$ cat src/rtl/sec_rtc_pkg.sv
package sec_rtc_pkg;

    localparam int ADDR_W = 4;

    // register word addresses
    localparam logic [ADDR_W-1:0] A_CTRL_LO = 4'd0;
    localparam logic [ADDR_W-1:0] A_CTRL_HI = 4'd1;
    localparam logic [ADDR_W-1:0] A_RLD_HI  = 4'd2;
    localparam logic [ADDR_W-1:0] A_RLD_LO  = 4'd3;
    localparam logic [ADDR_W-1:0] A_DIV_HI  = 4'd4;
    localparam logic [ADDR_W-1:0] A_DIV_LO  = 4'd5;
    localparam logic [ADDR_W-1:0] A_CNT_HI  = 4'd6;
    localparam logic [ADDR_W-1:0] A_CNT_LO  = 4'd7;
    localparam logic [ADDR_W-1:0] A_ALM_HI  = 4'd8;
    localparam logic [ADDR_W-1:0] A_ALM_LO  = 4'd9;

    // flag / enable bit positions
    localparam int FLAG_SEC  = 0;
    localparam int FLAG_ALM  = 1;
    localparam int FLAG_WRAP = 2;
    localparam int NUM_FLAGS = 3;

    // control-low bit positions
    localparam int CFG_BIT   = 4;
    localparam int READY_BIT = 5;

    typedef enum logic [1:0] {
        ST_RUN    = 2'd0,
        ST_CFG    = 2'd1,
        ST_COMMIT = 2'd2
    } cfg_state_e;

endpackage

$ cat src/rtl/sec_rtc_prescaler.sv
module sec_rtc_prescaler #(
    parameter int               DIV_W   = 20,
    parameter logic [DIV_W-1:0] RLD_RST = 20'h07FFF
) (
    input  logic             clk,
    input  logic             rst_n,
    input  logic             tick_i,
    input  logic             load_i,
    input  logic [DIV_W-1:0] load_val_i,
    input  logic [DIV_W-1:0] reload_i,
    output logic [DIV_W-1:0] div_o,
    output logic             roll_o
);

    localparam logic [DIV_W-1:0] ONE_D = {{(DIV_W-1){1'b0}}, 1'b1};

    logic [DIV_W-1:0] div_q;
    logic             at_zero;

    assign at_zero = (div_q == '0);
    assign roll_o  = tick_i && at_zero && !load_i;
    assign div_o   = div_q;

    always_ff @(posedge clk or negedge rst_n) begin
        if (!rst_n) begin
            div_q <= RLD_RST;
        end else if (load_i) begin
            div_q <= load_val_i;
        end else if (tick_i) begin
            div_q <= at_zero ? reload_i : (div_q - ONE_D);
        end
    end

endmodule

$ cat src/rtl/sec_rtc_counter.sv
module sec_rtc_counter #(
    parameter int CNT_W = 32
) (
    input  logic             clk,
    input  logic             rst_n,
    input  logic             step_i,
    input  logic             load_i,
    input  logic [CNT_W-1:0] load_val_i,
    input  logic [CNT_W-1:0] alarm_i,
    output logic [CNT_W-1:0] cnt_o,
    output logic             alarm_hit_o,
    output logic             wrap_o
);

    localparam logic [CNT_W-1:0] ONE_C = {{(CNT_W-1){1'b0}}, 1'b1};

    logic [CNT_W-1:0] cnt_q;
    logic [CNT_W-1:0] cnt_inc;

    assign cnt_inc     = cnt_q + ONE_C;
    assign alarm_hit_o = step_i && (cnt_inc == alarm_i);
    assign wrap_o      = step_i && (&cnt_q);
    assign cnt_o       = cnt_q;

    always_ff @(posedge clk or negedge rst_n) begin
        if (!rst_n) begin
            cnt_q <= '0;
        end else if (load_i) begin
            cnt_q <= load_val_i;
        end else if (step_i) begin
            cnt_q <= cnt_inc;
        end
    end

endmodule

$ cat src/rtl/sec_rtc_cfg_fsm.sv
module sec_rtc_cfg_fsm
    import sec_rtc_pkg::*;
#(
    parameter int               BUS_W      = 16,
    parameter int               DIV_W      = 20,
    parameter int               CNT_W      = 32,
    parameter int               COMMIT_LAT = 4,
    parameter logic [DIV_W-1:0] RLD_RST    = 20'h07FFF,
    parameter logic [CNT_W-1:0] ALM_RST    = '1
) (
    input  logic              clk,
    input  logic              rst_n,
    input  logic              wr_i,
    input  logic [ADDR_W-1:0] addr_i,
    input  logic [BUS_W-1:0]  wdata_i,
    input  logic [CNT_W-1:0]  cnt_i,
    output logic              cfg_o,
    output logic              ready_o,
    output logic [DIV_W-1:0]  rld_o,
    output logic [CNT_W-1:0]  alm_o,
    output logic              cnt_load_o,
    output logic [CNT_W-1:0]  cnt_val_o,
    output logic              div_load_o,
    output logic [DIV_W-1:0]  div_val_o
);

    localparam int                WAIT_W   = $clog2(COMMIT_LAT + 1);
    localparam int                RLD_HI_W = DIV_W - BUS_W;
    localparam logic [WAIT_W-1:0] LAST     = WAIT_W'(COMMIT_LAT - 1);
    localparam logic [WAIT_W-1:0] ONE_W    = WAIT_W'(1);

    cfg_state_e        state_q, state_d;
    logic [WAIT_W-1:0] wait_q;
    logic [DIV_W-1:0]  st_rld, rld_q;
    logic [CNT_W-1:0]  st_cnt, st_alm, alm_q;
    logic              pend_rld, pend_cnt, pend_alm;
    logic              wr_ctl, req_open, req_close, apply_now;

    assign wr_ctl    = wr_i && (addr_i == A_CTRL_LO);
    assign req_open  = wr_ctl && wdata_i[CFG_BIT];
    assign req_close = wr_ctl && !wdata_i[CFG_BIT];
    assign apply_now = (state_q == ST_COMMIT) && (wait_q == LAST);

    // next-state logic
    always_comb begin
        state_d = state_q;
        unique case (state_q)
            ST_RUN:    if (req_open)  state_d = ST_CFG;
            ST_CFG:    if (req_close) state_d = ST_COMMIT;
            ST_COMMIT: if (apply_now) state_d = ST_RUN;
            default:                  state_d = ST_RUN;
        endcase
    end

    // state register
    always_ff @(posedge clk or negedge rst_n) begin
        if (!rst_n) state_q <= ST_RUN;
        else        state_q <= state_d;
    end

    // commit window counter
    always_ff @(posedge clk or negedge rst_n) begin
        if (!rst_n)                     wait_q <= '0;
        else if (state_q != ST_COMMIT)  wait_q <= '0;
        else if (!apply_now)            wait_q <= wait_q + ONE_W;
    end

    // staging copies
    always_ff @(posedge clk or negedge rst_n) begin
        if (!rst_n) begin
            st_rld   <= RLD_RST;
            st_cnt   <= '0;
            st_alm   <= ALM_RST;
            pend_rld <= 1'b0;
            pend_cnt <= 1'b0;
            pend_alm <= 1'b0;
        end else if (state_q == ST_RUN && req_open) begin
            st_rld   <= rld_q;
            st_cnt   <= cnt_i;
            st_alm   <= alm_q;
            pend_rld <= 1'b0;
            pend_cnt <= 1'b0;
            pend_alm <= 1'b0;
        end else if (state_q == ST_CFG && wr_i) begin
            case (addr_i)
                A_RLD_HI: begin
                    st_rld[DIV_W-1:BUS_W] <= wdata_i[RLD_HI_W-1:0];
                    pend_rld <= 1'b1;
                end
                A_RLD_LO: begin
                    st_rld[BUS_W-1:0] <= wdata_i;
                    pend_rld <= 1'b1;
                end
                A_CNT_HI: begin
                    st_cnt[CNT_W-1:BUS_W] <= wdata_i;
                    pend_cnt <= 1'b1;
                end
                A_CNT_LO: begin
                    st_cnt[BUS_W-1:0] <= wdata_i;
                    pend_cnt <= 1'b1;
                end
                A_ALM_HI: begin
                    st_alm[CNT_W-1:BUS_W] <= wdata_i;
                    pend_alm <= 1'b1;
                end
                A_ALM_LO: begin
                    st_alm[BUS_W-1:0] <= wdata_i;
                    pend_alm <= 1'b1;
                end
                default: ;
            endcase
        end
    end

    // live reload and alarm
    always_ff @(posedge clk or negedge rst_n) begin
        if (!rst_n) begin
            rld_q <= RLD_RST;
            alm_q <= ALM_RST;
        end else if (apply_now) begin
            if (pend_rld) rld_q <= st_rld;
            if (pend_alm) alm_q <= st_alm;
        end
    end

    // outputs
    always_comb begin
        cfg_o      = (state_q == ST_CFG);
        ready_o    = (state_q != ST_COMMIT);
        rld_o      = rld_q;
        alm_o      = alm_q;
        cnt_load_o = apply_now && pend_cnt;
        cnt_val_o  = st_cnt;
        div_load_o = apply_now && (pend_cnt || pend_rld);
        div_val_o  = pend_rld ? st_rld : rld_q;
    end

endmodule

$ cat src/rtl/sec_rtc.sv
module sec_rtc
    import sec_rtc_pkg::*;
#(
    parameter int               BUS_W      = 16,
    parameter int               DIV_W      = 20,
    parameter int               CNT_W      = 32,
    parameter int               COMMIT_LAT = 4,
    parameter logic [DIV_W-1:0] RLD_RST    = 20'h07FFF,
    parameter logic [CNT_W-1:0] ALM_RST    = '1
) (
    input  logic              clk,
    input  logic              rst_n,
    input  logic              tick_i,
    input  logic              bus_wr_i,
    input  logic [ADDR_W-1:0] bus_addr_i,
    input  logic [BUS_W-1:0]  bus_wdata_i,
    output logic [BUS_W-1:0]  bus_rdata_o,
    output logic              irq_o
);

    localparam int RLD_HI_W = DIV_W - BUS_W;
    localparam int PAD_W    = BUS_W - RLD_HI_W;
    localparam int CTL_PAD  = BUS_W - READY_BIT - 1;
    localparam int EN_PAD   = BUS_W - NUM_FLAGS;

    logic                 cfg_w, ready_w;
    logic [DIV_W-1:0]     rld_w, div_w, div_val_w;
    logic [CNT_W-1:0]     cnt_w, alm_w, cnt_val_w;
    logic                 cnt_load_w, div_load_w, roll_w;
    logic                 alarm_hit_w, wrap_w;
    logic [NUM_FLAGS-1:0] evt_w, flags_w;
    logic [NUM_FLAGS-1:0] en_q;
    logic                 wr_ctl, wr_en;

    assign wr_ctl = bus_wr_i && (bus_addr_i == A_CTRL_LO);
    assign wr_en  = bus_wr_i && (bus_addr_i == A_CTRL_HI);

    sec_rtc_cfg_fsm #(
        .BUS_W      (BUS_W),
        .DIV_W      (DIV_W),
        .CNT_W      (CNT_W),
        .COMMIT_LAT (COMMIT_LAT),
        .RLD_RST    (RLD_RST),
        .ALM_RST    (ALM_RST)
    ) cfg_i (
        .clk        (clk),
        .rst_n      (rst_n),
        .wr_i       (bus_wr_i),
        .addr_i     (bus_addr_i),
        .wdata_i    (bus_wdata_i),
        .cnt_i      (cnt_w),
        .cfg_o      (cfg_w),
        .ready_o    (ready_w),
        .rld_o      (rld_w),
        .alm_o      (alm_w),
        .cnt_load_o (cnt_load_w),
        .cnt_val_o  (cnt_val_w),
        .div_load_o (div_load_w),
        .div_val_o  (div_val_w)
    );

    sec_rtc_prescaler #(
        .DIV_W   (DIV_W),
        .RLD_RST (RLD_RST)
    ) psc_i (
        .clk        (clk),
        .rst_n      (rst_n),
        .tick_i     (tick_i),
        .load_i     (div_load_w),
        .load_val_i (div_val_w),
        .reload_i   (rld_w),
        .div_o      (div_w),
        .roll_o     (roll_w)
    );

    sec_rtc_counter #(
        .CNT_W (CNT_W)
    ) cnt_i (
        .clk         (clk),
        .rst_n       (rst_n),
        .step_i      (roll_w),
        .load_i      (cnt_load_w),
        .load_val_i  (cnt_val_w),
        .alarm_i     (alm_w),
        .cnt_o       (cnt_w),
        .alarm_hit_o (alarm_hit_w),
        .wrap_o      (wrap_w)
    );

    assign evt_w[FLAG_SEC]  = roll_w;
    assign evt_w[FLAG_ALM]  = alarm_hit_w;
    assign evt_w[FLAG_WRAP] = wrap_w;

    // event flags: set wins over a same-cycle clear
    for (genvar g = 0; g < NUM_FLAGS; g++) begin : g_flag
        logic flag_q;
        always_ff @(posedge clk or negedge rst_n) begin
            if (!rst_n)                          flag_q <= 1'b0;
            else if (evt_w[g])                   flag_q <= 1'b1;
            else if (wr_ctl && !bus_wdata_i[g])  flag_q <= 1'b0;
        end
        assign flags_w[g] = flag_q;
    end

    always_ff @(posedge clk or negedge rst_n) begin
        if (!rst_n)     en_q <= '0;
        else if (wr_en) en_q <= bus_wdata_i[NUM_FLAGS-1:0];
    end

    assign irq_o = |(flags_w & en_q);

    always_comb begin
        case (bus_addr_i)
            A_CTRL_LO: bus_rdata_o = {{CTL_PAD{1'b0}}, ready_w, cfg_w, 1'b0, flags_w};
            A_CTRL_HI: bus_rdata_o = {{EN_PAD{1'b0}}, en_q};
            A_RLD_HI:  bus_rdata_o = {{PAD_W{1'b0}}, rld_w[DIV_W-1:BUS_W]};
            A_RLD_LO:  bus_rdata_o = rld_w[BUS_W-1:0];
            A_DIV_HI:  bus_rdata_o = {{PAD_W{1'b0}}, div_w[DIV_W-1:BUS_W]};
            A_DIV_LO:  bus_rdata_o = div_w[BUS_W-1:0];
            A_CNT_HI:  bus_rdata_o = cnt_w[CNT_W-1:BUS_W];
            A_CNT_LO:  bus_rdata_o = cnt_w[BUS_W-1:0];
            A_ALM_HI:  bus_rdata_o = alm_w[CNT_W-1:BUS_W];
            A_ALM_LO:  bus_rdata_o = alm_w[BUS_W-1:0];
            default:   bus_rdata_o = '0;
        endcase
    end

endmodule

$ cat config.mk
export PLATFORM = sky130hd
export DESIGN_NAME = sec_rtc
export DESIGN_NICKNAME = d
export VERILOG_FILES = /design/src/rtl/sec_rtc_pkg.sv /design/src/rtl/sec_rtc_prescaler.sv /design/src/rtl/sec_rtc_counter.sv /design/src/rtl/sec_rtc_cfg_fsm.sv /design/src/rtl/sec_rtc.sv
export SDC_FILE = /design/constraint.sdc
export NUM_CORES = 1
export LEC_CHECK = 0
export ABC_CLOCK_PERIOD_IN_PS = 2450
export BUFFER_PORTS_ARGS = -buffer_cell sky130_fd_sc_hd__buf_4
export CORE_AREA = 2 2 207 148
export CTS_BUF_LIST = sky130_fd_sc_hd__clkbuf_8
export CTS_CLUSTER_SIZE = 25
export DETAILED_ROUTE_END_ITERATION = 6
export DIE_AREA = 0 0 209 150
export GPL_ROUTABILITY_DRIVEN = 0
export PLACE_DENSITY_LB_ADDON = 0.2
export SYNTH_ARGS = -nofsm -noshare
export SYNTH_HDL_FRONTEND = slang
export SYNTH_SLANG_ARGS = --single-unit
$ cat constraint.sdc
create_clock -name clk -period 2.45 [get_ports clk]
set_input_delay 0.49 -clock clk [delete_from_list [all_inputs] [get_ports clk]]
set_output_delay 0.49 -clock clk [all_outputs]
set_load 0.02 [all_outputs]
## Word level (Yosys, flattened, before mapping)

Cells that the tools add are included.

| storage, ports and cells | value |
|---|---|
| output and inout bits | 17 |
| register bits | 202 |

| cells by class | value |
|---|---|
| eq/ne operators | 18 |
| muxes and demuxes | 40 |
| bitwise gates (word level) | 1 |
| add/sub/neg operators | 3 |
| reductions and logical operators | 56 |

Operator list:

| operator | number |
|---|---|
| two-way mux 32 bit | 6 |
| case mux 16 bit (10 select lines) | 1 |
| two-way mux 20 bit | 6 |
| two-way mux 16 bit | 5 |
| adder 32 x 1 -> 32 bit, second input constant | 1 |
| equality test 32 bit | 1 |
| AND reduction 32 bit | 1 |
| nonzero test 2 bit | 15 |
| zero test 20 bit | 1 |
| AND reduction 2 bit | 10 |
| subtractor 20 x 1 -> 20 bit, second input constant | 1 |
| equality test 4 x 3 -> 1 bit, second input constant | 4 |
| logical AND 1 bit | 16 |
| two-way mux 1 bit | 15 |
| equality test 4 x 2 -> 1 bit, second input constant | 2 |
| equality test 4 bit, second input constant | 2 |
| two-way mux 2 bit | 3 |
| two-way mux 3 bit | 2 |
| != test 2 x 1 -> 1 bit, second input constant | 3 |
| case mux 2 bit (3 select lines) | 1 |
| OR reduction 2 bit | 3 |
| zero test 1 bit | 5 |
| equality test 4 x 1 -> 1 bit, second input constant | 1 |
| zero test 4 bit | 1 |
| 11 further kinds | 12 |

## Longest topological paths before layout

Gate-level depths: netlist of run 1.

| depth | value |
|---|---|
| word-level depth | 7 |
| depth in mapped cells | 11 |
| mapped depth without buffers | 9 |

## Hierarchy

Synthesis of run 1 repeated with hierarchy kept, for this count alone.

| unflattened totals | value |
|---|---|
| cells, all modules | 1405 |
| area, all modules | 12987.5 um^2 |

Modules (own cells, without submodules):

| module | sequential area each (um^2) | instances | cells an instance | area an instance (um^2) |
|---|---|---|---|---|
| sec_rtc_cfg_fsm | 3721.1 | 1 | 698 | 7129.3 |
| sec_rtc_counter | 800.8 | 1 | 363 | 2949.1 |
| sec_rtc_prescaler | 519.2 | 1 | 183 | 1551.5 |
| sec_rtc | 150.1 | 1 | 161 | 1357.6 |

## Worst setup path after synthesis of run 1

Ideal clock, no wire load.

| path | value |
|---|---|
| kind | in2out |
| start | input bus_addr_i[2] |
| end | output bus_rdata_o[10] |
| slack | -0.230 ns |
| cell stages on the path | 7 |
| arrival time | 2.190 ns |
| path through | buf_2 nor2b_1 and2_1 clkbuf_1 clkbuf_1 a22oi_1 o21ai_0 |

| on the way | value |
|---|---|
| longest elaborated chain between the ends | 2 |
| elaborated cells on any way between the ends | 11 |
| classes of those cells | eq/ne (9); mux (1); reduce/logical (1) |

RTL lines:

| item | RTL line | RTL |
|---|---|---|
| from (decl) | sec_rtc.sv:15 | `input logic [ADDR_W-1:0] bus_addr_i,` |
| equality test 4 bit, or another cell as far along | sec_rtc.sv:113 | `case (bus_addr_i)` |
| case mux 16 bit (10 select lines) * | sec_rtc.sv:113 |  |
| to (decl) | sec_rtc.sv:17 | `output logic [BUS_W-1:0] bus_rdata_o,` |

Mark *: on every way between the ends. The rest lies on a longest branch, timed or not.

## Worst setup path in the final report of run 1

| path | value |
|---|---|
| start | register g_flag[1].flag_q |
| end | output bus_rdata_o[1] |

| on the way | value |
|---|---|
| longest elaborated chain between the ends | 1 |

RTL lines:

| item | RTL line | RTL |
|---|---|---|
| from (decl) | sec_rtc.sv:96 | `logic flag_q;` |
| from (signal assigned) | sec_rtc.sv:98 | `if (!rst_n) flag_q <= 1'b0;` |
| from (signal assigned) | sec_rtc.sv:99 | `else if (evt_w[g]) flag_q <= 1'b1;` |
| from (signal assigned) | sec_rtc.sv:100 | `else if (wr_ctl && !bus_wdata_i[g]) flag_q <= 1'b0;` |
| case mux 16 bit (10 select lines) | sec_rtc.sv:113 |  |

Every way passes these cells.

==> results of run 1 <==
[logic make-up (layout without fill, tap and decap cells)]
group	after synthesis	after routing
compound gates	348	348
xor+xnor	45	45
fa+ha+maj	5	5
buf+inv	123	255
flops	202	202
mux	167	167
simple gates	421	421
[tightest hold or removal path, stage by stage]
cell and delay [ps]:
buf_4 140, nand3_1 60, a21oi_1 50
[report_power, final]
group          leakage, nW  internal (W)  switching [W]  total, W
Clock                0.401       0.00155        0.00145   0.00301
Sequential            2.20       0.00408       0.000367   0.00445
Combinational         3.60      0.000681       0.000769   0.00145
[per-stage QoR]
step | worst slack, ps | total power, W | instance area (um2) | hold slack [ps]
after floorplan | 11.1 | 0.00530 | 12200 | 194
after CTS | -69.0 | 0.00895 | 14400 | 225
after global placement | -6.40 | 0.00585 | 13700 | 472
after global routing | -122 | 0.00935 | 14500 | 264
final | -88.3 | 0.00890 | 14500 | 246
after detailed placement | -29.7 | 0.00591 | 13700 | 475
[registers in the layout, summed over array words and instances, names as in the netlist, 2 cells and up]
name,cells
cfg_i.alm_o,32
cfg_i.cnt_val_o,32
cfg_i.rld_o,20
cfg_i.st_alm,32
cfg_i.st_rld,20
cfg_i.state_q,2
cfg_i.wait_q,3
cnt_i.cnt_o,32
en_q,3
g_flag.flag_q,3
psc_i.div_o,20
[synthesized netlist by cell type (all sizes together), types with 9 or more instances]
cell type / instances
clkbuf: 72
nor2b: 10
a22oi: 30
inv: 17
o21ai: 83
nand2: 106
nand4: 23
nor2: 155
a211o: 10
o311ai: 11
a21oi: 135
nor3: 31
mux2i: 109
xor2: 16
and2: 9
xnor2: 29
buf: 33
nor4: 23
mux2: 58
dfstp: 109
dfrtp: 93
nand3: 26
[what timing repair did]
action,4_1_cts,5_1_grt
endpoints found under the hold margin,24,0
pin swaps,6,6
endpoints found under the setup margin,4,38
setup buffers,5,3
gates cloned,0,0
gates resized for setup,13,27
hold buffers,1,0
[layout make-up]
type                            instances  area [um2]  area share [%]
Multi-Input combinational cell        986        6600            45.4
Inverter                               18        67.6           0.465
Sequential cell                       202        5190            35.8
Clock buffer                           42         578            3.98
Clock inverter                         20        81.3           0.560
Timing Repair Buffer                  175        1520            10.5
Tap cell                              385         482            3.32
[worst max-delay path by stage]
stage / end / slack (ps) / startpoint
after floorplan: bus_rdata_o[10] / 10 / bus_addr_i[2]
after global placement: g_flag[1].flag_q$_DFFE_PN0P_ / -6 / psc_i.div_o[0]$_DFFE_PN1P_
after detailed placement: g_flag[1].flag_q$_DFFE_PN0P_ / -30 / psc_i.div_o[0]$_DFFE_PN1P_
after CTS: bus_rdata_o[1] / -70 / g_flag[1].flag_q$_DFFE_PN0P_
after global routing: bus_rdata_o[1] / -120 / g_flag[1].flag_q$_DFFE_PN0P_
final: bus_rdata_o[1] / -90 / g_flag[1].flag_q$_DFFE_PN0P_
[layer usage]
layer  GRT usage [%]  wire length [um]  share of wire (%)  vias up
met5               0                 0                  0        -
met4            6.61               898                2.1        0
met3            5.41              3760                8.9       72
met2            38.1             16900                 40      530
met1            42.5             20800                 49     5334
li1                -                 -                  -     4989
==> results.sh, run 1 <==
export IMPL_p_leak_nw=6.20
export IMPL_antenna_found_initial=0
export IMPL_endpoint_kind="output pin"
export IMPL_clk_latency_ps=550
export IMPL_drtIter0Drc=1165
export IMPL_route_detailed_wl_per_inst_um=23.2
export IMPL_vias_per_cell=5.98
export IMPL_synth_top_area_share_pct=23.6
export IMPL_powerDensity_mw_per_mm2=613
export IMPL_globalRouteOverflowTotal=0
export IMPL_drtPass1Iterations=7
export IMPL_finalCriticalPeriod_ps=2540
export IMPL_drt_wl_total_um=42400
export IMPL_initial_core_util_pct=41.1
export IMPL_syn_nets=1340
export IMPL_finalNonFillerCells=1828
export IMPL_drc_errors=0
export IMPL_fin_ws_ps=-88.3
export IMPL_finalSetupViolCount=12
export IMPL_synth_compound_area_share_pct=17.6
export IMPL_r2r_start="cnt_i.cnt_o[20]$_DFFE_PN0P_"
export IMPL_relSlewSlack_pct=52.0
export IMPL_ir_drop_mv=0.440
export IMPL_fin_nets=1447
export IMPL_layout_common_cells="buf_4 (155), nor2_1 (152), a21oi_1 (134), mux2i_1 (109), dfstp_2 (109)"
export IMPL_clkSinkCount=202
export IMPL_synthXorXnorAreaFrac_pct=3.25
export IMPL_rsz0062_at_grt="yes"
export IMPL_antenna_cells=0
export IMPL_timing_setup_tns_ps=-683
export IMPL_synthAdderAreaFrac_pct=0.516
export IMPL_ys_warn_count=0
export IMPL_crit_chain="mux2i_1, nor4_1, a221o_1, a221oi_2, o21ai_1, buf_4"
export IMPL_r2r_slack_ps=10
export IMPL_drive_gt1_share_pct=30.8
export IMPL_crit_fanout=2
export IMPL_synthCells=1311
export IMPL_grt_usage_pct=27.3
export IMPL_htree_levels=2
export IMPL_synth_top_family_by_area="compound AO/OA/AOI/OAI gates"
export IMPL_finalHoldViolCount=0
export IMPL_num_rows=53
export IMPL_die_area_mm2=0.0314
export IMPL_cts_buffer_depth=3
export IMPL_r2r_end="g_flag[1].flag_q$_DFFE_PN0P_"
export IMPL_cpMaxStageDelayCell="dfrtp_2"
export IMPL_hold_start="bus_wr_i"
export IMPL_fill_cells=2748
export IMPL_final_core_util_pct=49.2
export IMPL_fmax_mhz=394
export IMPL_synth_seq_cells=202
export IMPL_synth_ff_type="dfstp_2"
export IMPL_area_delta_synth_final_pct=19.9
export IMPL_hold_end="cfg_i.state_q[0]$_DFFE_PN0P_"
export IMPL_netlist_top_cells_area="dfstp_2 (24%), dfrtp_1 (19%), mux2i_1 (9.0%), a21oi_1 (5.6%), mux2_2 (5.3%)"
export IMPL_clk_pin_slew_ps=70
export IMPL_numCtsBuffers=35
export IMPL_cts_tree="done"
export IMPL_status="complete, but fails checks"
export IMPL_grt_max_degree=106
export IMPL_slowest_delay_ps=450
export IMPL_cpLargestDelayFamily="compound AO/OA/AOI/OAI gates"
export IMPL_die_y_um=150
export IMPL_placed_cells=1757
export IMPL_port_buffers=40
export IMPL_io_pins=41
export IMPL_worst_path_stages=6
export IMPL_synth_avg_cell_area_um2=9.24
export IMPL_core_mm2=0.0295
export IMPL_period_share_pct=104
export IMPL_grt_pass1_vias=10200
export IMPL_crit_required_ps=1960
export IMPL_grt_pass1_wl_um=64800
export IMPL_syn_area_mm2=0.0121
export IMPL_synthSimpleGateAreaFrac_pct=17.1
export IMPL_violations="setup timing"
export IMPL_fin_worst_skew_ps=20.1
export IMPL_yosysTopAreaCell="dfstp_2"
export IMPL_min_path_type="in -> reg"
export IMPL_vias=10900
export IMPL_reg2reg_depth=8
export IMPL_async_flop_share_pct=100
export IMPL_critPathArrivalTime_ps=2050
export IMPL_tightest_slew_ps=720
export IMPL_yosysUniqueCellTypes=78
export IMPL_die_w_um=209
export IMPL_holdPathStages=3
export IMPL_slew_viol_final=0
export IMPL_critPathLaunchType="flop"
export IMPL_cts_root_buffer="clkbuf_8"
export IMPL_place_hpwl_um=30400
export IMPL_criticalPathCategory="reg -> out"
export IMPL_crit_buf_inv=1
export IMPL_synth_edf_count=0
export IMPL_seq_area_frac_synth_pct=42.8
export IMPL_synth_mux_area_share_pct=14.4
export IMPL_layout_commonest_cell="buf_4"
export IMPL_antenna_left=0
export IMPL_max_cap_violations=0
Power figures use the tool's default switching activity.
==> run 2: changes to the inputs <==
--- a/config.mk
+++ b/config.mk
@@ -7,13 +7,15 @@
 export LEC_CHECK = 0
 export ABC_CLOCK_PERIOD_IN_PS = 2450
 export BUFFER_PORTS_ARGS = -buffer_cell sky130_fd_sc_hd__buf_4
-export CORE_AREA = 2 2 207 148
+export CORE_AREA = 2 2 214 153
 export CTS_BUF_LIST = sky130_fd_sc_hd__clkbuf_8
 export CTS_CLUSTER_SIZE = 25
 export DETAILED_ROUTE_END_ITERATION = 6
-export DIE_AREA = 0 0 209 150
+export DIE_AREA = 0 0 216 155
 export GPL_ROUTABILITY_DRIVEN = 0
 export PLACE_DENSITY_LB_ADDON = 0.2
+export SETUP_SLACK_MARGIN = 0.15
 export SYNTH_ARGS = -nofsm -noshare
 export SYNTH_HDL_FRONTEND = slang
+export SYNTH_HIERARCHICAL = 1
 export SYNTH_SLANG_ARGS = --single-unit
==> run 2 against run 1 <==
Compared with the run above: global-route usage increased by 2.5 points; clock-buffer cell count decreased by 1; the run still ends with setup timing left; wire length increased by 20%; combinational power increased to 9.8 times the previous value; die area increased by 6.8%; largest power group is now combinational cells; setup slack got worse by 560 ps.
==> results.sh, run 2 <==
export IMPL_status="complete, but fails checks"
export IMPL_violations="setup timing"
export IMPL_syn_area_mm2=0.0130
export IMPL_synthCells=1405
export IMPL_fin_nets=1593
export IMPL_critPathLaunchType="flop"
export IMPL_relSlewSlack_pct=45.8
export IMPL_cts_tree="done"
export IMPL_drtIter0Drc=1813
export IMPL_syn_nets=1434
export IMPL_rsz0062_at_grt="yes"
export IMPL_synth_ff_type="dfstp_2"
export IMPL_finalSetupViolCount=38
export IMPL_period_share_pct=127
export IMPL_p_leak_nw=6.42
export IMPL_clk_pin_slew_ps=70
export IMPL_port_buffers=40
export IMPL_drt_wl_total_um=51000
export IMPL_die_w_um=216
export IMPL_initial_core_util_pct=41.0
export IMPL_layout_common_cells="buf_4 (193), dfstp_2 (109), o21ai_0 (107), nor3_1 (96), a31oi_1 (90)"
export IMPL_synth_commonest_cells="o21ai_0 (147), dfstp_2 (109), nor3_1 (100)"
export IMPL_grt_pass1_wl_um=76300
export IMPL_min_path_type="in -> reg"
export IMPL_io_pins=41
export IMPL_ir_drop_mv=1.47
export IMPL_globalRouteOverflowTotal=0
export IMPL_tightest_slew_ps=814
export IMPL_synth_seq_cells=202
export IMPL_holdWs_ps=210
export IMPL_finalNonFillerCells=2018
export IMPL_num_rows=55
export IMPL_seq_area_frac_synth_pct=40.0
export IMPL_htree_levels=2
export IMPL_route_detailed_wl_per_inst_um=25.3
export IMPL_yosysTopAreaCell="dfstp_2"
export IMPL_dr_wl_met3_um=6300
export IMPL_die_area_mm2=0.0335
export IMPL_grt_max_degree=85
export IMPL_wl_met1_um=23500
export IMPL_cts_buffer_depth=3
export IMPL_synth_edf_count=0
export IMPL_crit_fanout=2
export IMPL_clk_latency_ps=600
export IMPL_slew_viol_final=0
export IMPL_placed_cells=1907
export IMPL_fill_cells=2912
export IMPL_fin_worst_skew_ps=49.6
export IMPL_drtPass1Iterations=5
export IMPL_criticalPathCategory="reg -> reg"
export IMPL_antenna_cells=0
export IMPL_cts_root_buffer="clkbuf_8"
export IMPL_max_cap_violations=0
export IMPL_place_area_mm2=0.0147
export IMPL_finalHoldViolCount=0
export IMPL_die_y_um=155
export IMPL_netlist_top_cells_area="dfstp_2 (22%), dfrtp_1 (18%), mux2_2 (7.9%), o21ai_0 (5.7%), a31oi_1 (4.4%)"
export IMPL_wl_met2_um=20000
export IMPL_finalCriticalPeriod_ps=3100
export IMPL_async_flop_share_pct=100
export IMPL_fmax_mhz=322
export IMPL_layout_commonest_cell="buf_4"
export IMPL_antenna_left=0
export IMPL_vias=12600
export IMPL_synth_avg_cell_area_um2=9.24
export IMPL_final_core_util_pct=51.7
export IMPL_clkSinkCount=202
export IMPL_grt_pass1_vias=11700
export IMPL_drc_errors=0
export IMPL_ys_warn_count=6
export IMPL_synth_most_common_cell="o21ai_0"
export IMPL_vias_per_cell=6.25
export IMPL_fin_ws_ps=-653
export IMPL_place_hpwl_um=33900
export IMPL_critPathArrivalTime_ps=3620
export IMPL_postLayoutCellArea_mm2=0.0164
export IMPL_crit_required_ps=2960
export IMPL_drive_gt1_share_pct=38.3
export IMPL_endpoint_kind="flop"
export IMPL_yosysUniqueCellTypes=84
export IMPL_top_layer="met4"
export IMPL_core_mm2=0.0317
export IMPL_powerDensity_mw_per_mm2=1370
export IMPL_synth_top_area_share_pct=22.1
export IMPL_area_delta_synth_final_pct=26.1
export IMPL_antenna_found_initial=1
export IMPL_grt_usage_pct=29.8
export IMPL_dp_slack_ps=-646
export IMPL_numCtsBuffers=36
run 2: cell types whose count changed after synthesis, moves of 17 or more:
cell      previous run  this run
nor2_1             155        42
a21oi_1            135        24
mux2i_1            109        13
a31oi_1              8        91
nor3_1              26       100
o21ai_0             81       147
nand3_1             25        90
mux2_2              57        91
nand2_1            106        78
clkbuf_1            70        93
xnor2_1             29        52
xor2_1              16        37
nor2b_1             10        27
nor3b_1              2        19
run 2: worst paths after layout:
| check | from | to | slack, ps | depth (start not counted) |
|---|---|---|---|---|
| setup / recovery | psc_i/div_o[17]$_DFFE_PN0P_ | g_flag[1].flag_q$_DFFE_PN0P_ | -650 | 11 |
| min in group asynchronous | rst_n | cnt_i/cnt_o[23]$_DFFE_PN0P_ | 480 | 2 |
| hold reg to reg | cfg_i/cnt_val_o[23]$_DFFE_PN0P_ | cnt_i/cnt_o[23]$_DFFE_PN0P_ | 470 | 2 |
| setup reg to reg | psc_i/div_o[17]$_DFFE_PN0P_ | g_flag[1].flag_q$_DFFE_PN0P_ | -650 | 11 |
| hold / removal | bus_wdata_i[2] | en_q[2]$_DFFE_PN0P_ | 210 | 2 |
| max in group asynchronous | rst_n | cfg_i/alm_o[5]$_DFFE_PN1P_ | 1210 | 3 |
run 2: power by group:
| group | total [W] | switching, W | internal [W] |
|---|---|---|---|
| clock | 0.00312 | 0.00158 | 0.00155 |
| sequential | 0.00507 | 0.000598 | 0.00448 |
| combinational | 0.0142 | 0.00777 | 0.00638 |
run 2: timing repair:
| item | CTS | global route |
|---|---|---|
| gates cloned | 1 | 4 |
| endpoints found under the hold margin | 50 | 0 |
| pin swaps | 27 | 28 |
| buffers inserted | 28 | 12 |
| setup endpoints to repair | 51 | 134 |
| hold buffers | 1 | 0 |
| gates resized for setup | 86 | 80 |
run 2: cell type report:
| type | instances | area (um2) | share of cell area, % |
|---|---|---|---|
| Timing Repair Buffer | 253 | 2370 | 14.5 |
| Tap cell | 427 | 534 | 3.26 |
| Inverter | 21 | 81.3 | 0.497 |
| Clock buffer | 41 | 564 | 3.45 |
| Multi-Input combinational cell | 1050 | 7500 | 45.8 |
| Sequential cell | 202 | 5200 | 31.8 |
| Clock inverter | 24 | 121 | 0.741 |
run 2: cell families (layout without fill, tap and decap cells):
group | after synthesis | in the layout | synth area share [%]
XOR/XNOR | 89 | 89 | 6.00
multiplexers | 106 | 106 | 9.18
AO/OA/AOI/OAI | 348 | 348 | 16.4
flip-flops | 202 | 202 | 40.0
buffers and inverters | 153 | 339 | 5.35
AND/OR/NAND/NOR | 502 | 502 | 22.6
adder cells (fa/ha/maj) | 5 | 5 | 0.482
run 2: through the flow:
stage	total power [W]	TNS, ps
after global routing	0.0236	-11470
final	0.0224	-8010
after floorplan	0.0133	-4960
after CTS	0.0216	-5720
after global placement	0.0179	-6950
after detailed placement	0.0179	-8470
run 2: worst max-delay path, cell delays in order (launching register included):
cell,delay (ps)
dfrtp_1,380
or3_4,400
or3b_4,400
or4_4,440
nor2_4,160
nand3_1,100
nor4_1,240
o2111ai_1,170
nor4_1,210
nand4_1,190
a2111oi_2,260
a21o_1,120
run 2: per-layer routing:
metal | vias to the layer above | GRT usage [%]
met2 | 705 | 39.8
met3 | 102 | 8.54
met1 | 6242 | 46.3
met4 | 0 | 7.27
met5 | - | 0
li1 | 5555 | -
==> run 3: changes to the inputs <==
--- a/config.mk
+++ b/config.mk
@@ -6,15 +6,15 @@
 export NUM_CORES = 1
 export LEC_CHECK = 0
 export ABC_CLOCK_PERIOD_IN_PS = 2450
-export BUFFER_PORTS_ARGS = -buffer_cell sky130_fd_sc_hd__buf_4
+export BUFFER_PORTS_ARGS = -buffer_cell sky130_fd_sc_hd__clkbuf_2
 export CORE_AREA = 2 2 214 153
 export CTS_BUF_LIST = sky130_fd_sc_hd__clkbuf_8
 export CTS_CLUSTER_SIZE = 25
 export DETAILED_ROUTE_END_ITERATION = 6
 export DIE_AREA = 0 0 216 155
-export GPL_ROUTABILITY_DRIVEN = 0
 export PLACE_DENSITY_LB_ADDON = 0.2
 export SETUP_SLACK_MARGIN = 0.15
+export SLEW_MARGIN = 20
 export SYNTH_ARGS = -nofsm -noshare
 export SYNTH_HDL_FRONTEND = slang
 export SYNTH_HIERARCHICAL = 1
==> run 3 against run 2 <==
Compared with the run above: the flow still finishes with violations (setup timing); non-clock buffer count grew 4; critical path type unchanged; die area unchanged; final area grew 1.0%; sequential share of layout area shrank 0.34 points; clock skew is essentially flat; critical endpoint unchanged; clock power increased by 11%.
==> results.sh, run 3 (synthesized netlist as in run 2, its figures left out) <==
export IMPL_status="complete, but fails checks"
export IMPL_violations="setup timing"
export IMPL_clk_pin_slew_ps=60
export IMPL_p_int_w=0.0126
export IMPL_grt_usage_pct=29.8
export IMPL_grt_pass1_wl_um=76200
export IMPL_crit_chain="or3_4, or3b_4, or4_4, nor2_4, nand3_1, nor4_2, o2111ai_1, nor4_1, nand4_1, a2111oi_2, a21o_1"
export IMPL_cpMaxStageDelayCell="or4_4"
export IMPL_antenna_found_initial=0
export IMPL_drc_errors=0
export IMPL_criticalPathCategory="reg -> reg"
export IMPL_slowest_delay_ps=450
export IMPL_slew_viol_final=0
export IMPL_grt_pass1_vias=11900
export IMPL_crit_fanout=2
export IMPL_endpoint_kind="flop"
export IMPL_clkSinkCount=202
export IMPL_cts_buffer_depth=3
export IMPL_period_share_pct=127
export IMPL_die_y_um=155
export IMPL_io_pins=41
export IMPL_clk_latency_ps=580
export IMPL_finalCriticalPeriod_ps=3100
export IMPL_port_buffers=40
export IMPL_route_detailed_wl_per_inst_um=25.2
export IMPL_antenna_cells=0
export IMPL_cpLargestDelayFamily="simple AND/OR/NAND/NOR gates"
export IMPL_fin_nets=1598
export IMPL_finalHoldViolCount=0
export IMPL_finalNonFillerCells=2023
export IMPL_holdWs_ps=224
export IMPL_die_w_um=216
export IMPL_fmax_mhz=322
export IMPL_place_hpwl_um=34800
export IMPL_critPathArrivalTime_ps=3590
export IMPL_tightest_slew_ps=841
export IMPL_vias_per_cell=6.29
export IMPL_layout_common_cells="buf_4 (175), o21ai_0 (137), dfstp_2 (109), nor3_1 (94)"
export IMPL_htree_levels=2
export IMPL_num_rows=55
export IMPL_pwr_share_clk_pct=15.3
export IMPL_critPathLaunchType="flop"
export IMPL_core_mm2=0.0317
export IMPL_placed_cells=1912
export IMPL_drive_gt1_share_pct=39.0
export IMPL_crit_buf_inv=0
export IMPL_place_congestion=0.942
export IMPL_cts_root_buffer="clkbuf_8"
export IMPL_finalSetupViolCount=40
export IMPL_rsz0062_at_grt="yes"
export IMPL_min_path_type="in -> reg"
export IMPL_max_cap_violations=0
export IMPL_p_comb_share_pct=62.2
export IMPL_fill_cells=2915
export IMPL_seq_power_share_pct=22.5
export IMPL_powerDensity_mw_per_mm2=1360
export IMPL_p_sw_w=0.00988
export IMPL_crit_required_ps=2930
export IMPL_ir_drop_mv=1.14
export IMPL_area_delta_synth_final_pct=27.4
export IMPL_drtIter0Drc=1655
export IMPL_drtPass1Iterations=6
export IMPL_fin_ws_ps=-651
export IMPL_vias=12700
export IMPL_numCtsBuffers=37
export IMPL_layout_commonest_cell="buf_4"
export IMPL_p_leak_nw=6.47
export IMPL_antenna_left=0
export IMPL_die_area_mm2=0.0335
export IMPL_relSlewSlack_pct=43.8
export IMPL_initial_core_util_pct=41.0
export IMPL_drt_wl_total_um=50900
export IMPL_switching_share_pct=43.9
export IMPL_globalRouteOverflowTotal=0
export IMPL_fin_worst_skew_ps=49.4
export IMPL_grt_max_degree=73
export IMPL_cts_tree="done"
-- run 3: cell count changes in the layout (fill, tap and decap cells not counted), sizes merged --
cell and change:
bufinv +2, buf -25, clkbuf +31, bufbuf +2
clkinv -1, inv -4
-- run 3: path summary, 6_finish.rpt --
kind / start / cells past startpoint / endpoint / slack, ps
min: bus_wdata_i[4] / 4 / cfg_i/state_q[1]$_DFFE_PN0P_ / 220
min reg2reg: cfg_i/cnt_val_o[31]$_DFFE_PN0P_ / 2 / cnt_i/cnt_o[31]$_DFFE_PN0P_ / 470
max: psc_i/div_o[17]$_DFFE_PN0P_ / 11 / g_flag[1].flag_q$_DFFE_PN0P_ / -650
max in group asynchronous: rst_n / 3 / cfg_i/alm_o[18]$_DFFE_PN1P_ / 1170
max reg2reg: psc_i/div_o[17]$_DFFE_PN0P_ / 11 / g_flag[1].flag_q$_DFFE_PN0P_ / -650
min in group asynchronous: rst_n / 2 / cnt_i/cnt_o[19]$_DFFE_PN0P_ / 480
-- run 3: layout make-up --
class / instances / area [um2] / share of cell area (%)
inverter: 21 / 78.8 / 0.477
tap: 427 / 534 / 3.23
clock inverter: 21 / 139 / 0.840
clock buffer: 45 / 619 / 3.74
multi-input combinational: 1050 / 7620 / 46.1
timing repair buffer: 257 / 2350 / 14.2
sequential: 202 / 5200 / 31.4
-- run 3: through the flow --
step	cell area [um2]	total power [W]	setup TNS [ps]	util (%)	setup slack (ps)
after floorplan	13000	0.0133	-4960	-	-645
after global placement	14700	0.0179	-8030	46.3	-541
after detailed placement	14700	0.0178	-9370	46.3	-663
after CTS	16100	0.0218	-7570	50.9	-661
after global routing	16500	0.0236	-11620	52.3	-831
final	16500	0.0225	-7770	52.3	-651
-- run 3: layer usage --
| metal | vias to the layer above | wire length, um | part of all wire (%) | global-route usage, % |
|---|---|---|---|---|
| li1 | 5561 | - | - | - |
| met1 | 6354 | 23500 | 46 | 46.1 |
| met2 | 729 | 20300 | 40 | 40.7 |
| met3 | 80 | 6120 | 12 | 8.19 |
| met4 | 0 | 974 | 1.9 | 6.78 |
| met5 | - | 0 | 0 | 0 |
-- run 3: worst reg2reg max path, cell delays in order (launching register included) --
cell	delay, ps
dfrtp_1	370
or3_4	400
or3b_4	410
or4_4	450
nor2_4	160
nand3_1	100
nor4_2	260
o2111ai_1	160
nor4_1	190
nand4_1	140
a2111oi_2	250
a21o_1	130
-- run 3: power groups by stage --
stage               registers, W  logic (W)  clock network (W)
floorplan                0.00510    0.00824                  0
global placement         0.00505     0.0128                  0
detailed placement       0.00508     0.0128                  0
CTS                      0.00504     0.0133            0.00348
global route             0.00517     0.0148            0.00362
finish                   0.00506     0.0140            0.00345
-- run 3: what timing repair did --
| item | CTS | global route |
|---|---|---|
| hold buffers | 1 | 0 |
| pin swaps | 24 | 18 |
| gates cloned | 2 | 3 |
| hold endpoints to repair | 20 | 0 |
| endpoints found under the setup margin | 54 | 62 |
| gates resized for setup | 102 | 66 |
| setup buffers | 28 | 11 |
